[src/rtl/bto_pkg.sv]
package bto_pkg;

    // Synchronized bus lines, converted to active-high "asserted" form.
    typedef struct packed {
        logic as;
        logic ds0;
        logic ds1;
        logic dtk;
    } bto_bus_t;

    localparam int unsigned BUS_LINES = $bits(bto_bus_t);

    typedef enum logic [1:0] {
        ST_IDLE   = 2'd0,
        ST_TIMING = 2'd1,
        ST_ACKED  = 2'd2,
        ST_ERROR  = 2'd3
    } bto_state_e;

    function automatic int unsigned limit_cycles(input int unsigned mhz,
                                                 input int unsigned us);
        return mhz * us;
    endfunction

    function automatic int unsigned count_width(input int unsigned lim);
        return (lim > 1) ? $clog2(lim) : 1;
    endfunction

    function automatic logic xfer_active(input bto_bus_t b);
        return b.as & (b.ds0 | b.ds1);
    endfunction

    function automatic logic strobes_free(input bto_bus_t b);
        return ~(b.as | b.ds0 | b.ds1);
    endfunction

endpackage

[src/rtl/bto_sync.sv]
module bto_sync #(
    parameter int unsigned WIDTH  = 4,
    parameter int unsigned STAGES = 2
) (
    input  logic             clk,
    input  logic             rst,
    input  logic [WIDTH-1:0] d_async,
    output logic [WIDTH-1:0] q_sync
);

    logic [WIDTH-1:0] stg [STAGES];

    generate
        for (genvar s = 0; s < STAGES; s++) begin : g_stage
            if (s == 0) begin : g_first
                always_ff @(posedge clk) begin
                    if (rst) stg[0] <= '0;
                    else     stg[0] <= d_async;
                end
            end else begin : g_next
                always_ff @(posedge clk) begin
                    if (rst) stg[s] <= '0;
                    else     stg[s] <= stg[s-1];
                end
                // each stage adds exactly one cycle of delay
                a_r7_stage_delay: assert property (@(posedge clk) disable iff (rst)
                    !$past(rst) |-> stg[s] == $past(stg[s-1]));
            end
        end
    endgenerate

    assign q_sync = stg[STAGES-1];

endmodule

[src/rtl/bto_timer.sv]
module bto_timer #(
    parameter int unsigned LIMIT = 6400,
    parameter int unsigned CW    = 13
) (
    input  logic clk,
    input  logic rst,
    input  logic run,
    output logic at_limit
);

    logic [CW-1:0] cnt;

    always_ff @(posedge clk) begin
        if (rst || !run)      cnt <= '0;
        else if (!at_limit)   cnt <= cnt + 1'b1;
    end

    assign at_limit = (cnt == CW'(LIMIT - 1));

    a_r4_no_overflow: assert property (@(posedge clk) disable iff (rst)
        cnt <= CW'(LIMIT - 1));

    // every transfer starts counting from zero
    a_r9_fresh_count: assert property (@(posedge clk) disable iff (rst)
        $rose(run) |-> cnt == '0);

endmodule

[src/rtl/bto_ctrl.sv]
module bto_ctrl
    import bto_pkg::*;
(
    input  logic     clk,
    input  logic     rst,
    input  bto_bus_t bus,
    input  logic     at_limit,
    output logic     timing,
    output logic     err
);

    bto_state_e st, st_nxt;
    logic       active, free;

    assign active = xfer_active(bus);
    assign free   = strobes_free(bus);

    always_comb begin
        st_nxt = st;
        unique case (st)
            ST_IDLE:   if (active) st_nxt = ST_TIMING;
            ST_TIMING: begin
                if (free)          st_nxt = ST_IDLE;
                else if (bus.dtk)  st_nxt = ST_ACKED;
                else if (at_limit) st_nxt = ST_ERROR;
            end
            ST_ACKED:  if (free) st_nxt = ST_IDLE;
            ST_ERROR:  if (free) st_nxt = ST_IDLE;
            default:   st_nxt = ST_IDLE;
        endcase
    end

    always_ff @(posedge clk) begin
        if (rst) st <= ST_IDLE;
        else     st <= st_nxt;
    end

    assign timing = (st == ST_TIMING);
    assign err    = (st == ST_ERROR);

    a_r1_reset_clear: assert property (@(posedge clk)
        rst |=> !err);

    a_r2_start_needs_strobes: assert property (@(posedge clk) disable iff (rst)
        $rose(timing) |-> $past(active));

    a_r7_err_after_limit: assert property (@(posedge clk) disable iff (rst)
        $rose(err) |-> $past(timing && at_limit));

    a_r6_ack_wins: assert property (@(posedge clk) disable iff (rst)
        (timing && bus.dtk) |=> !err);

    a_r8_err_held: assert property (@(posedge clk) disable iff (rst)
        (err && !free) |=> err);

    a_r8_err_released: assert property (@(posedge clk) disable iff (rst)
        (err && free) |=> !err);

endmodule

[src/rtl/bto_monitor.sv]
module bto_monitor
    import bto_pkg::*;
#(
    parameter int unsigned CLK_MHZ    = 50,
    parameter int unsigned TIMEOUT_US = 128
) (
    input  logic clk,
    input  logic rst,
    input  logic as_n,
    input  logic ds0_n,
    input  logic ds1_n,
    input  logic dtack_n,
    output logic berr_n
);

    localparam int unsigned LIMIT = limit_cycles(CLK_MHZ, TIMEOUT_US);
    localparam int unsigned CW    = count_width(LIMIT);

    bto_bus_t raw_bus, sync_bus;
    logic     timing, at_limit, err;

    assign raw_bus = '{as: ~as_n, ds0: ~ds0_n, ds1: ~ds1_n, dtk: ~dtack_n};

    bto_sync #(
        .WIDTH  (BUS_LINES),
        .STAGES (2)
    ) u_sync (
        .clk     (clk),
        .rst     (rst),
        .d_async (raw_bus),
        .q_sync  (sync_bus)
    );

    bto_timer #(
        .LIMIT (LIMIT),
        .CW    (CW)
    ) u_timer (
        .clk      (clk),
        .rst      (rst),
        .run      (timing),
        .at_limit (at_limit)
    );

    bto_ctrl u_ctrl (
        .clk      (clk),
        .rst      (rst),
        .bus      (sync_bus),
        .at_limit (at_limit),
        .timing   (timing),
        .err      (err)
    );

    assign berr_n = ~err;

    // with strobes free, the block cannot be timing
    a_r3_idle_not_timed: assert property (@(posedge clk) disable iff (rst)
        strobes_free(sync_bus) |=> !timing);

endmodule

[config.mk]
export PLATFORM = sky130hd
export DESIGN_NAME = bto_monitor
export DESIGN_NICKNAME = d
export VERILOG_FILES = /design/src/rtl/bto_pkg.sv /design/src/rtl/bto_sync.sv /design/src/rtl/bto_timer.sv /design/src/rtl/bto_ctrl.sv /design/src/rtl/bto_monitor.sv
export SDC_FILE = /design/constraint.sdc
export NUM_CORES = 1
export LEC_CHECK = 0
export ABC_AREA = 0
export BUFFER_PORTS_ARGS = -buffer_cell sky130_fd_sc_hd__buf_2
export CORE_MARGIN = 2
export CORE_UTILIZATION = 45
export DETAILED_ROUTE_END_ITERATION = 10
export PLACE_DENSITY = 0.7
export RECOVER_POWER = 25
export SYNTH_ARGS = -nofsm -noshare
export SYNTH_HDL_FRONTEND = slang
export SYNTH_SLANG_ARGS = --single-unit
[constraint.sdc]
create_clock -name clk -period 1.34 [get_ports clk]
set_input_delay 0.268 -clock clk [delete_from_list [all_inputs] [get_ports clk]]
set_output_delay 0.268 -clock clk [all_outputs]
set_load 0.01 [all_outputs]
[Word-level counts from Yosys, hierarchy flattened]
Memories as Yosys holds them, arrays and structs flattened.
Index checks and enable logic that the tools add are counted.
Storage, ports and cells
  flip-flop bits (word level): 15
  bits in writable memories: 8
  input port bits: 6
  memories: 1
Memories
  u_sync.stg: words 2, bits a word 4, rd ports 2, clocked after memory_dff 0, wr ports 2, line bto_sync.sv:11  | logic [WIDTH-1:0] stg [STAGES];
Operators by class
  add/subtract/negate cells: 1
  equal/unequal tests: 7
  muxes and demuxes: 11
  bitwise logic cells: 11
  reduce and logical (&&, ||, !) cells: 5
Operator list (count)
  adder 13 x 1 -> 13 bit, second input constant: 1
  == test 13 bit, second input constant: 1
  2-to-1 mux 2 bit: 5
  2-to-1 mux 4 bit: 2
  one-hot mux 2 bit (3 select lines): 1
  NOT 1 bit: 5
  OR 1 bit: 5
  == test 2 bit, second input constant: 2
  != test 4 bit, second input constant: 1
  2-to-1 mux 1 bit: 3
  AND reduction 3 bit: 1
  == test 2 x 1 -> 1 bit, second input constant: 1
  zero test 2 bit: 1
  != test 2 x 1 -> 1 bit, second input constant: 1
  != test 2 bit, second input constant: 1
  OR reduction 2 bit: 1
  bitwise AND 1 bit: 1
  zero test 1 bit: 1
  logical OR 1 bit: 1

[Depth between registers and ports, before layout]
  word-level depth: 5
  mapped depth: 6
  mapped depth without buffers: 5

[Hierarchy]
Synthesis repeated with hierarchy kept, for this count alone.
Unflattened totals
  cells, all modules: 107
  area total of the unflattened synthesis: 999.7 sq um
Modules (own cells, without submodules)
  bto_timer: times used 1, cells an instance 71, area an instance 655.6 sq um
  bto_sync: times used 1, cells an instance 16, area an instance 210.2 sq um
  bto_ctrl: times used 1, cells an instance 15, area an instance 115.1 sq um
  bto_monitor: times used 1, cells an instance 5, area an instance 18.8 sq um

[Least setup slack after synthesis]
No wires, ideal clock.
  path kind: register -> register
  from: register u_timer.cnt[0]
  to: register u_ctrl.st[1]
  library setup time: 0.103 ns
  data arrival time: 1.339 ns
  setup slack: -0.102 ns
  stages on the path, launching flop included: 5
  clock period less this slack: 1.442 ns
  cells stage by stage: dfxtp_1 ha_1 and3_1 nand4_2 a2111oi_2
Between the ends
  longest elaborated chain between the ends: 3
Ends and longest elaborated chain
  start: declaration: line bto_timer.sv:11  | logic [CW-1:0] cnt;
  start signal: assignment: line bto_timer.sv:15  | else if (!at_limit) cnt <= cnt + 1'b1;
  == test 13 bit: line bto_timer.sv:18  | assign at_limit = (cnt == CW'(LIMIT - 1));
  != test 4 bit (no line)
  AND reduction 3 bit (no line)
  end signal: assignment: line bto_ctrl.sv:35  | else st <= st_nxt;
  end: declaration: line bto_ctrl.sv:12  | bto_state_e st, st_nxt;
No other way between the ends.
A chain may end at the register's enable or synchronous reset.

[Worst setup path after layout]
  from: register u_timer.cnt[10]
  to: register u_ctrl.st[1]
Same word-level chain as after synthesis.

==> results_dict.tcl <==
set metrics [dict create \
    finalNonFillerCells 148 \
    insertion_delay_ps 310 \
    hold_ws_ps 84.7 \
    synth_top_family_by_area "simple AND/OR/NAND/NOR gates" \
    io_buffer_count 6 \
    grt_pass1_vias 771 \
    grt.total_usage_pct 16.8 \
    pre_cts_ws_ps -36.4 \
    numCtsBuffers 3 \
    clk_pin_slew_ps 130 \
    synthAdderAreaFrac_pct 1.31 \
    ys_top_cells_by_area "dfxtp_1 48%, nor2_1 7.5%, xnor2_1 3.7%" \
    reg2reg_from "u_timer.cnt[10]$_SDFFE_PP0P_" \
    r2r_slack_ps -20 \
    clock.fmax_mhz 737 \
    status "complete, but fails checks" \
    dp_cells 144 \
    grt_pass1_wl_um 3310 \
    slew_headroom_pct 67.2 \
    final_area_um2 1140 \
    synth_seq_area_share_pct 48.4 \
    slowest_delay_ps 370 \
    rsz0062_at_grt "true" \
    drv_cap 0 \
    synth.area.mux_share_pct 1.05 \
    ios 7 \
    setup_tns_ps -35.4 \
    hold_path.class "in2reg" \
    die_h_um 50 \
    worstPathArrival_ps 1580 \
    dpl_cell_area_um2 1100 \
    synth_xor_area_share_pct 4.60 \
    path_max_fanout 4 \
    final_nets 129 \
    timing.final.crit_share_pct 101 \
    tightest_slew_ps 492 \
    crit_path_end_kind "flip-flop" \
    num_antenna_cells 0 \
    dr.pass1.iters 4 \
    worst-setup-path-type "reg2reg" \
    grt_antenna_before_repair 0 \
    synth_top_area_cell "dfxtp_1" \
    synth-simple-area-share_pct 29.7 \
    grt_max_degree 15 \
    crit_chain "nor4b_4 > nand4_2 > a2111oi_2" \
    fin_worst_skew_ps 6.73 \
    synth_cell_types 31 \
    rows 16 \
    fin_ws_ps -16.9 \
    min_from "dtack_n" \
    synth.top_cell.area_share_pct 48.4 \
    gp_congestion 0.852 \
    yosysWarningCount 0 \
    p_leak_nw 0.385 \
    vdd_drop_max_v 0.000781 \
    postRouteWirelength_um 1860 \
    powerDensity_nw_per_um2 926 \
    min_to "u_sync.stg[0][0]$_SDFF_PP0_" \
    ant_nets 0 \
    final-setup-viol-count 3 \
    core_um2 1980 \
    fill_cells 170 \
    clkSinkCount 23 \
    synth_compound_area_share_pct 11.3 \
    critical_path_required_ps 1560 \
    ff2ff_path_depth 3 \
    cts-htree-levels 1 \
    drtIter0Drc 31 \
    synthesis.instances 104 \
    netlist_area_um2 952 \
    syn_nets 111 \
    holdPathStages 2 \
    die_w_um 50 \
    avgRoutedWirePerCell_um 12.5 \
    globalRouteOverflowTotal 0 \
    clk_path_buf_depth 2 \
    hpwl_um 1290 \
    postCtsSetupBuffers 0 \
    ys_seq_elements 23 \
    period_needed_ps 1360 \
    synth.avg_cell_area_um2 9.16 \
    violations "setup timing" \
    drc_errors 0 \
    cpMaxStageDelayCell "dfxtp_2" \
    regToRegEndpoint "u_ctrl.st[1]$_SDFFE_PP0P_" \
    vias 803 \
    viasPerCell 5.43 \
    maxSlewViolCount 0 \
    cts_root_buf "clkbuf_4" \
    die_area_um2 2500 \
    cp-start-kind "flip-flop" \
    drive_above_1_share_pct 28.1 \
    syn_to_final_growth_pct 19.7 \
    hold_viol 0 \
    start_util_pct 48.0 \
    tritoncts "done" \
]
[cell usage after synthesis]
| cell type | number |
|---|---|
| a21oi_1 | 2 |
| nor2_1 | 19 |
| buf_1 | 1 |
| and3_1 | 1 |
| mux2i_1 | 1 |
| buf_2 | 1 |
| nand4_2 | 1 |
| o22ai_1 | 1 |
| a211oi_1 | 3 |
| a311oi_1 | 1 |
| xor2_1 | 1 |
| a21oi_2 | 1 |
| a31oi_1 | 3 |
| dfxtp_1 | 23 |
| nand2_1 | 4 |
| inv_1 | 4 |
| and2_1 | 1 |
| nor2b_1 | 5 |
| nand3_1 | 5 |
| a2111oi_2 | 1 |
| nor4b_4 | 1 |
| ha_1 | 1 |
| a31o_1 | 1 |
| xnor2_1 | 4 |
| and4_1 | 2 |
| clkbuf_1 | 1 |
| nor3_1 | 6 |
| nor4_1 | 2 |
| a2111oi_0 | 1 |
| nand4_1 | 5 |
| buf_4 | 1 |
[worst max path at each step]
stage / start / end / slack, ps / cells past startpoint
after floorplan: u_timer.cnt[0]$_SDFFE_PP0P_ / u_ctrl.st[1]$_SDFFE_PP0P_ / 3 / 4
after global placement: u_timer.cnt[9]$_SDFFE_PP0P_ / u_timer.cnt[5]$_SDFFE_PP0P_ / 6 / 4
after detailed placement: u_timer.cnt[9]$_SDFFE_PP0P_ / u_timer.cnt[5]$_SDFFE_PP0P_ / -40 / 4
after CTS: u_timer.cnt[10]$_SDFFE_PP0P_ / u_ctrl.st[1]$_SDFFE_PP0P_ / -40 / 3
after global routing: u_timer.cnt[10]$_SDFFE_PP0P_ / u_timer.cnt[5]$_SDFFE_PP0P_ / -130 / 4
final: u_timer.cnt[10]$_SDFFE_PP0P_ / u_ctrl.st[1]$_SDFFE_PP0P_ / -20 / 3
[critical path, delay by kind of cell, from the launching register on]
family             cells  cell delay [ps]
and+or+nand+nor        2              580
DFF                    1              370
AOI/OAI and AO/OA      1              320
[routing by layer]
metal  vias to the layer above  track usage (%)  routed length (um)
met4                         0             4.17                   8
met3                         2             2.73                  71
met2                        21             27.2                 887
li1                        407                -                   -
met1                       373             23.0                 891
met5                         -                0                   0
[layout make-up]
type / count / area (um^2) / area share, %
clock buffer: 3 / 22.5 / 1.98
clock inverter: 1 / 7.51 / 0.659
timing repair buffer: 17 / 111 / 9.77
sequential: 23 / 469 / 41.2
inverter: 4 / 15.0 / 1.32
tap: 27 / 33.8 / 2.96
multi-input combinational: 73 / 480 / 42.2
[cells by family after synthesis]
family	count (synthesis)
simple gates	52
buf+inv	8
fa+ha+maj	1
flops	23
mux	1
xor+xnor	5
compound gates	14
[timing repair]
item	CTS	global route
resized for setup	4	4
endpoints found under the setup margin	4	13
pin swaps	3	2
hold buffers	0	0
[placed cells by master (no fill, tap or decap), types with 2 or more instances in the layout]
| cell type | netlist | final |
|---|---|---|
| nand2_1 | 4 | 4 |
| nand3_1 | 5 | 5 |
| and4_1 | 2 | 2 |
| dfxtp_1 | 23 | 16 |
| nor2b_1 | 5 | 5 |
| a211oi_1 | 3 | 3 |
| nor3_1 | 6 | 6 |
| dfxtp_2 | 0 | 7 |
| nor2_1 | 19 | 19 |
| buf_4 | 1 | 11 |
| inv_1 | 4 | 4 |
| nand4_1 | 5 | 5 |
| a21oi_1 | 2 | 2 |
| xnor2_1 | 4 | 4 |
| buf_2 | 1 | 5 |
| clkbuf_4 | 0 | 3 |
| a31oi_1 | 3 | 3 |
[state kept, by name, summed over array words and instances (netlist names)]
| register | flops |
|---|---|
| u_timer.cnt | 13 |
| u_sync.stg | 8 |
| u_ctrl.st | 2 |
[per-stage QoR]
stage	util [%]	total power, mW
floorplan	-	0.731
global placement	55.3	0.740
detailed placement	55.3	0.742
CTS	57.1	1.07
global route	57.5	1.10
finish	57.5	1.06
[report_power, final]
group / total [mW] / switching, mW / internal (mW) / leakage, nW
logic: 0.0262 / 0.0138 / 0.0124 / 0.181
clock network: 0.329 / 0.216 / 0.114 / 0.0139
registers: 0.700 / 0.00468 / 0.695 / 0.191
No activity file was read; power rests on OpenSTA's default activity.
